### src/rtl/ctt_pkg.sv
package ctt_pkg;
  localparam logic [7:0] OFF_PRE     = 8'h00;
  localparam logic [7:0] OFF_PRE_OBS = 8'h04;
  localparam logic [7:0] OFF_RLD     = 8'h08;
  localparam logic [7:0] OFF_CNT_OBS = 8'h0C;
  localparam logic [7:0] OFF_CTRL    = 8'h20;
  localparam logic [7:0] OFF_FLAG    = 8'h30;
  localparam logic [7:0] OFF_IEN     = 8'h34;
  localparam logic [7:0] OFF_WACK    = 8'h40;

  localparam int CTRL_PRE_RUN = 0;
  localparam int CTRL_CNT_RUN = 1;
  localparam int CTRL_PERIOD  = 2;
  localparam int RLD_LOAD_BIT = 31;

  typedef enum logic [1:0] {TGT_NONE, TGT_PRE, TGT_RLD, TGT_CTRL} tgt_e;

  typedef struct packed {
    tgt_e        tgt;
    logic [31:0] data;
  } wr_req_t;
endpackage

### src/rtl/ctt_wr_delay.sv
module ctt_wr_delay
  import ctt_pkg::*;
#(
  parameter int APPLY_LAT = 3
) (
  input  logic    clk,
  input  logic    rst,
  input  wr_req_t req_in,
  output wr_req_t req_out
);
  wr_req_t stg [APPLY_LAT];

  always_ff @(posedge clk) begin
    if (rst) stg[0] <= '{tgt: TGT_NONE, data: '0};
    else     stg[0] <= req_in;
  end

  for (genvar k = 1; k < APPLY_LAT; k++) begin : g_stage
    always_ff @(posedge clk) begin
      if (rst) stg[k] <= '{tgt: TGT_NONE, data: '0};
      else     stg[k] <= stg[k-1];
    end
  end

  assign req_out = stg[APPLY_LAT-1];
endmodule

### src/rtl/ctt_prescaler.sv
module ctt_prescaler #(
  parameter int PRE_W = 32
) (
  input  logic             clk,
  input  logic             rst,
  input  logic             run,
  input  logic             start,
  input  logic [PRE_W-1:0] reload,
  output logic             tick,
  output logic [PRE_W-1:0] cnt
);
  always_ff @(posedge clk) begin
    if (rst)        cnt <= '0;
    else if (start) cnt <= reload;
    else if (run) begin
      if (cnt == '0) cnt <= reload;
      else           cnt <= cnt - PRE_W'(1);
    end
  end

  assign tick = run && !start && (cnt == '0);
endmodule

### src/rtl/ctt_irq_counter.sv
module ctt_irq_counter #(
  parameter int CNT_W = 31
) (
  input  logic             clk,
  input  logic             rst,
  input  logic             start,
  input  logic             enable,
  input  logic             periodic,
  input  logic             tick,
  input  logic [CNT_W-1:0] reload,
  output logic             expire,
  output logic             running,
  output logic [CNT_W-1:0] cnt
);
  always_ff @(posedge clk) begin
    if (rst) begin
      cnt     <= '0;
      running <= 1'b0;
    end else if (start) begin
      cnt     <= reload;
      running <= 1'b1;
    end else if (!enable) begin
      running <= 1'b0;
    end else if (tick && running) begin
      if (cnt == '0) begin
        cnt <= reload;
      end else begin
        cnt <= cnt - CNT_W'(1);
        if ((cnt == CNT_W'(1)) && !periodic) running <= 1'b0;
      end
    end
  end

  assign expire = enable && running && tick && !start && (cnt == CNT_W'(1));
endmodule

### src/rtl/core_tick_timer.sv
module core_tick_timer
  import ctt_pkg::*;
#(
  parameter int PRE_W     = 32,
  parameter int CNT_W     = 31,
  parameter int APPLY_LAT = 3
) (
  input  logic        clk,
  input  logic        rst,
  input  logic        wr_en,
  input  logic [7:0]  wr_addr,
  input  logic [31:0] wr_data,
  input  logic [7:0]  rd_addr,
  output logic [31:0] rd_data,
  output logic        irq_o
);
  localparam int ACK_W = 4;

  wr_req_t          req_in, apply_q;
  tgt_e             apply_tgt;
  logic [PRE_W-1:0] pre_buf, pre_cnt;
  logic [CNT_W-1:0] rld_buf, icnt;
  logic [2:0]       ctrl_q;
  logic             flag_q, ien_q;
  logic [ACK_W-1:0] wack_q, wack_set, wack_clr;
  logic             ap_pre, ap_rld, ap_ctrl;
  logic             pre_start, cnt_start, tick, expire, irun;
  logic             flag_clr;

  always_comb begin
    req_in.tgt  = TGT_NONE;
    req_in.data = wr_data;
    if (wr_en) begin
      case (wr_addr)
        OFF_PRE:  req_in.tgt = TGT_PRE;
        OFF_RLD:  req_in.tgt = TGT_RLD;
        OFF_CTRL: req_in.tgt = TGT_CTRL;
        default:  req_in.tgt = TGT_NONE;
      endcase
    end
  end

  ctt_wr_delay #(.APPLY_LAT(APPLY_LAT)) u_delay (
    .clk(clk), .rst(rst), .req_in(req_in), .req_out(apply_q)
  );

  assign apply_tgt = apply_q.tgt;
  assign ap_pre    = (apply_q.tgt == TGT_PRE);
  assign ap_rld    = (apply_q.tgt == TGT_RLD);
  assign ap_ctrl   = (apply_q.tgt == TGT_CTRL);
  assign pre_start = ap_ctrl && apply_q.data[CTRL_PRE_RUN] && !ctrl_q[CTRL_PRE_RUN];
  assign cnt_start = ap_ctrl && apply_q.data[CTRL_CNT_RUN] && !ctrl_q[CTRL_CNT_RUN];

  always_ff @(posedge clk) begin
    if (rst) begin
      pre_buf <= '0;
      rld_buf <= '0;
      ctrl_q  <= '0;
    end else begin
      if (ap_pre) pre_buf <= apply_q.data[PRE_W-1:0];
      if (ap_rld && apply_q.data[RLD_LOAD_BIT]) rld_buf <= apply_q.data[CNT_W-1:0];
      if (ap_ctrl) ctrl_q <= apply_q.data[2:0];
    end
  end

  ctt_prescaler #(.PRE_W(PRE_W)) u_pre (
    .clk(clk), .rst(rst), .run(ctrl_q[CTRL_PRE_RUN]), .start(pre_start),
    .reload(pre_buf), .tick(tick), .cnt(pre_cnt)
  );

  ctt_irq_counter #(.CNT_W(CNT_W)) u_cnt (
    .clk(clk), .rst(rst), .start(cnt_start), .enable(ctrl_q[CTRL_CNT_RUN]),
    .periodic(ctrl_q[CTRL_PERIOD]), .tick(tick), .reload(rld_buf),
    .expire(expire), .running(irun), .cnt(icnt)
  );

  assign flag_clr = wr_en && (wr_addr == OFF_FLAG) && wr_data[0];
  assign wack_clr = (wr_en && (wr_addr == OFF_WACK)) ? (wr_data[ACK_W-1:0] & 4'b1011) : '0;
  assign wack_set = {ap_ctrl, 1'b0, ap_rld, ap_pre};

  always_ff @(posedge clk) begin
    if (rst) begin
      flag_q <= 1'b0;
      ien_q  <= 1'b0;
      wack_q <= '0;
      irq_o  <= 1'b0;
    end else begin
      if (expire)        flag_q <= 1'b1;
      else if (flag_clr) flag_q <= 1'b0;
      if (wr_en && (wr_addr == OFF_IEN)) ien_q <= wr_data[0];
      wack_q <= (wack_q & ~wack_clr) | wack_set;
      irq_o  <= flag_q && ien_q;
    end
  end

  always_ff @(posedge clk) begin
    if (rst) rd_data <= '0;
    else begin
      case (rd_addr)
        OFF_PRE:     rd_data <= 32'(pre_buf);
        OFF_PRE_OBS: rd_data <= 32'(pre_cnt);
        OFF_RLD:     rd_data <= 32'(rld_buf);
        OFF_CNT_OBS: rd_data <= 32'(icnt);
        OFF_CTRL:    rd_data <= 32'(ctrl_q);
        OFF_FLAG:    rd_data <= 32'(flag_q);
        OFF_IEN:     rd_data <= 32'(ien_q);
        OFF_WACK:    rd_data <= 32'(wack_q);
        default:     rd_data <= '0;
      endcase
    end
  end
endmodule

### config.mk
export PLATFORM = sky130hd
export DESIGN_NAME = core_tick_timer
export DESIGN_NICKNAME = d
export VERILOG_FILES = /design/src/rtl/ctt_pkg.sv /design/src/rtl/ctt_wr_delay.sv /design/src/rtl/ctt_prescaler.sv /design/src/rtl/ctt_irq_counter.sv /design/src/rtl/core_tick_timer.sv
export SDC_FILE = /design/constraint.sdc
export NUM_CORES = 1
export LEC_CHECK = 0
export ABC_AREA = 1
export BUFFER_PORTS_ARGS = -buffer_cell sky130_fd_sc_hd__buf_2
export CORE_ASPECT_RATIO = 1.25
export CORE_MARGIN = 1
export CORE_UTILIZATION = 45
export CTS_BUF_LIST = sky130_fd_sc_hd__clkbuf_4 sky130_fd_sc_hd__clkbuf_8 sky130_fd_sc_hd__clkbuf_16
export DETAILED_ROUTE_END_ITERATION = 12
export GPL_TIMING_DRIVEN = 0
export SYNTH_ARGS = -nofsm -noshare
export SYNTH_HDL_FRONTEND = slang
export SYNTH_SLANG_ARGS = --single-unit
export TNS_END_PERCENT = 10
### constraint.sdc
create_clock -name clk -period 2.3 [get_ports clk]
set_clock_uncertainty 0.05 [all_clocks]
set_input_delay 0.69 -clock clk [delete_from_list [all_inputs] [get_ports clk]]
set_output_delay 0.69 -clock clk [all_outputs]
set_load 0.01 [all_outputs]
==> impl_metrics.toml <==
[outcome]
status = "finished, final reports clean"

[layout]
nets = 1867
nFillCells = 2556
seqCellArea_sq_um = 5410
drive_gt1_share_pct = 10.9
multi_input_area_sq_um = 5100
n_antenna_cell = 0
final_area_sq_um = 13700
syn2layout_area_growth_pct = 16.6

[logic_synthesis]
ys_types = 39
synth-edff-count = 0
netlist_instances = 1698
synth.most_common_cell = "nor2_1"
synthDominantCellAreaShare_pct = 45.9
ys_top_cells_by_count = "nor2_1 (289), nand2_1 (278), dfxtp_1 (270), inv_1 (257), a21oi_1 (177)"
syn_area_sq_um = 11800
synth_ff_type = "dfxtp_1"
yosys_warnings = 0
synth-async-reset-ratio_pct = 0
avgSynthCellArea_sq_um = 6.93
synth-seq-cells = 270
netlist_top_cells_area = "dfxtp_1 (46%), nor2_1 (9.2%), nand2_1 (8.9%)"
yosysSeqAreaShare_pct = 45.9
synth_top_cell_by_area = "dfxtp_1"
synth_fp_nets = 1754

[setup_path]
crit_chain = "buf_2, nor2_1, nand2_1, nor2_4, nand2_2, clkbuf_2, o22ai_1, a21oi_1, a21oi_1"
cp-start-kind = "primary input"
slowest_delay_ns = 0.34
cp-end-kind = "flop"
slowest_stage = "clkbuf_2"
critPathBufInv = 2
required_ns = 2.71
crit_arrival_ns = 2.66
crit_cells = 9
rr_worst_depth = 11
setup.worst_path.class = "in -> reg"
cpMostUsedCell = "a21oi_1"
path_max_fanout = 10
cp_top_family = "simple AND/OR/NAND/NOR gates"

[placed_design]
pre_cts_ws_ns = -0.693
place_area_sq_um = 12600
place_congestion = 1.03
port_buffers = 82
hpwl_microns = 29200

[power]
power_w = 0.0100
p_clk_share_pct = 49.8
vdd_drop_max_v = 0.000507
power_frac_seq_pct = 47.7
power.switching_w = 0.00215
pwr-share-comb_pct = 2.5
p_leak_nw = 6.30
p_int_w = 0.00786
p_sw_share_pct = 21.5
powerDensity_nw_per_um2 = 729

[sta]
finalHoldViolCount = 0
rsz0062_at_grt = "true"
fin_crit_sh_pct = 97.8
fmax_mhz = 445
finalCriticalPeriod_ns = 2.25
final_max_slew_viol_count = 0
finalSetupTns_ns = 0
relSlewSlack_pct = 51.4
fin_hold_ws_ns = 0.290
tightest_slew_ns = 0.729
setup_viol = 0
setup_ws_ns = 0.0510

[clock_network]
h-tree-depth = 1
cts_made_buffers = 28
clk_pin_slew_ns = 0.06
ctsLongestPathBuffers = 3
ctsRootBufferMaster = "clkbuf_16"
insertion_delay_ns = 0.55
cts_num_sinks = 270
cts_tree = "done"
postCtsHoldBufs = 0

[global_route]
antenna_found_initial = 0
grt_pass1_wl_microns = 58100
grt_util_all_layers_pct = 28.2
grt-ovfl-total = 0
grt_pass1_vias = 10519
grt_max_degree = 15

[die]
die_w_microns = 147
ios = 84
core_area_sq_um = 25500
initial_core_util_pct = 46.2
die_y_microns = 183
row_count = 65
dieArea_sq_um = 26800

[drt]
drt_iter0_drc = 832
wirelength_microns = 37600
via_per_inst = 5.16
wl_per_cell_microns = 17.3
dr.pass1.iters = 5
drc = 0
vias = 11179
antenna_left = 0

[min_path]
min_path_cells = 3
hold_class = "in -> reg"

[flow_run]
drv_cap = 0
## layout by cell type, fill, tap and decap left out, types with 4 or more instances in the layout
cell,count
a21oi_1,177
buf_2,92
bufinv_16,5
clkbuf_1,42
clkbuf_16,29
clkbuf_2,8
clkbuf_4,7
clkbuf_8,4
clkinv_2,4
clkinvlp_4,5
dfxtp_1,270
inv_1,256
nand2_1,278
nand2_2,4
nand3_1,80
nand4_1,18
nor2_1,284
nor2_2,13
nor2_4,6
nor3_1,4
o21ai_0,125
o21ai_1,33
o21bai_1,4
o22ai_1,24
or2_2,4
xnor2_1,9
xor2_1,11
## power groups by stage
stage | Combinational, W | Clock [W] | Sequential, W
floorplan | 0.000145 | 0 | 0.00486
global placement | 0.000246 | 0 | 0.00487
detailed placement | 0.000251 | 0 | 0.00487
CTS | 0.000253 | 0.00506 | 0.00477
global route | 0.000288 | 0.00524 | 0.00478
finish | 0.000250 | 0.00499 | 0.00477
## what timing repair did
| action | CTS | global route |
|---|---|---|
| pin swaps | 0 | 1 |
| buffers inserted | 0 | 1 |
| gates resized for setup | 4 | 31 |
| setup endpoints to repair | 29 | 75 |
| endpoints found under the hold margin | 0 | 0 |
## worst paths after layout
kind                                                    start                            end  slack (ns)
worst max-delay path                               rd_addr[1]         rd_data[30]$_SDFF_PP0_        0.05
worst min-delay path                              wr_data[31]  u_delay.stg[0][31]$_SDFF_PP0_        0.29
worst max register to register      u_pre.cnt[0]$_SDFFE_PP0P_      u_pre.cnt[2]$_SDFFE_PP0P_        0.08
worst min register to register  u_delay.stg[1][16]$_SDFF_PP0_  u_delay.stg[2][16]$_SDFF_PP0_        0.34
## flip-flops by register name, summed over array words and instances, names as in the netlist
| signal | cells |
|---|---|
| u_delay.stg | 102 |
| pre_buf | 32 |
| rd_data | 32 |
| u_pre.cnt | 32 |
| rld_buf | 31 |
| u_cnt.cnt | 31 |
| ctrl_q | 3 |
| wack_q | 3 |
| flag_q | 1 |
| ien_q | 1 |
| irq_o | 1 |
| u_cnt.running | 1 |
## metal layers
| metal | part of all wire (%) | GRT usage, % |
|---|---|---|
| met1 | 41 | 34.1 |
| met2 | 48 | 48.9 |
| met3 | 5.9 | 3.03 |
| met4 | 5.4 | 15.5 |
| met5 | 0 | 0 |
## stage by stage
stage               instances  utilization (%)
finish                   2168             53.9
detailed placement       2115             49.5
floorplan                1698                -
global route             2168             53.9
global placement         2115             49.5
CTS                      2167             53.6
## cells by family (layout without fill, tap and decap cells)
| family | after synthesis | after routing | synth area share, % |
|---|---|---|---|
| AND/OR/NAND/NOR | 698 | 698 | 24.4 |
| AO/OA/AOI/OAI | 372 | 372 | 16.4 |
| buffers and inverters | 333 | 468 | 11.3 |
| flip-flops | 270 | 270 | 45.9 |
| XOR/XNOR | 20 | 20 | 1.49 |
| adder cells (fa/ha/maj) | 5 | 5 | 0.531 |
## final cells by class
| cell class | count | share of cell area [%] |
|---|---|---|
| Inverter | 260 | 7.11 |
| Clock buffer | 36 | 5.85 |
| Clock inverter | 16 | 1.64 |
| Multi-Input combinational cell | 1095 | 37.1 |
| Sequential cell | 270 | 39.4 |
| Buffer | 73 | 2.78 |
| Timing Repair Buffer | 83 | 3.04 |
| Tap cell | 335 | 3.05 |
## worst reg2reg max path, stage by stage (launching register included)
cell      delay, ns
dfxtp_1        0.33
inv_2          0.12
ha_2           0.22
nand3_1        0.10
nor2_2         0.15
nand2_1        0.10
nor2_4         0.22
buf_4          0.17
nor2_4         0.07
clkbuf_4       0.25
o21ai_0        0.21
a21oi_1        0.09
Power figures use the tool's default switching activity.
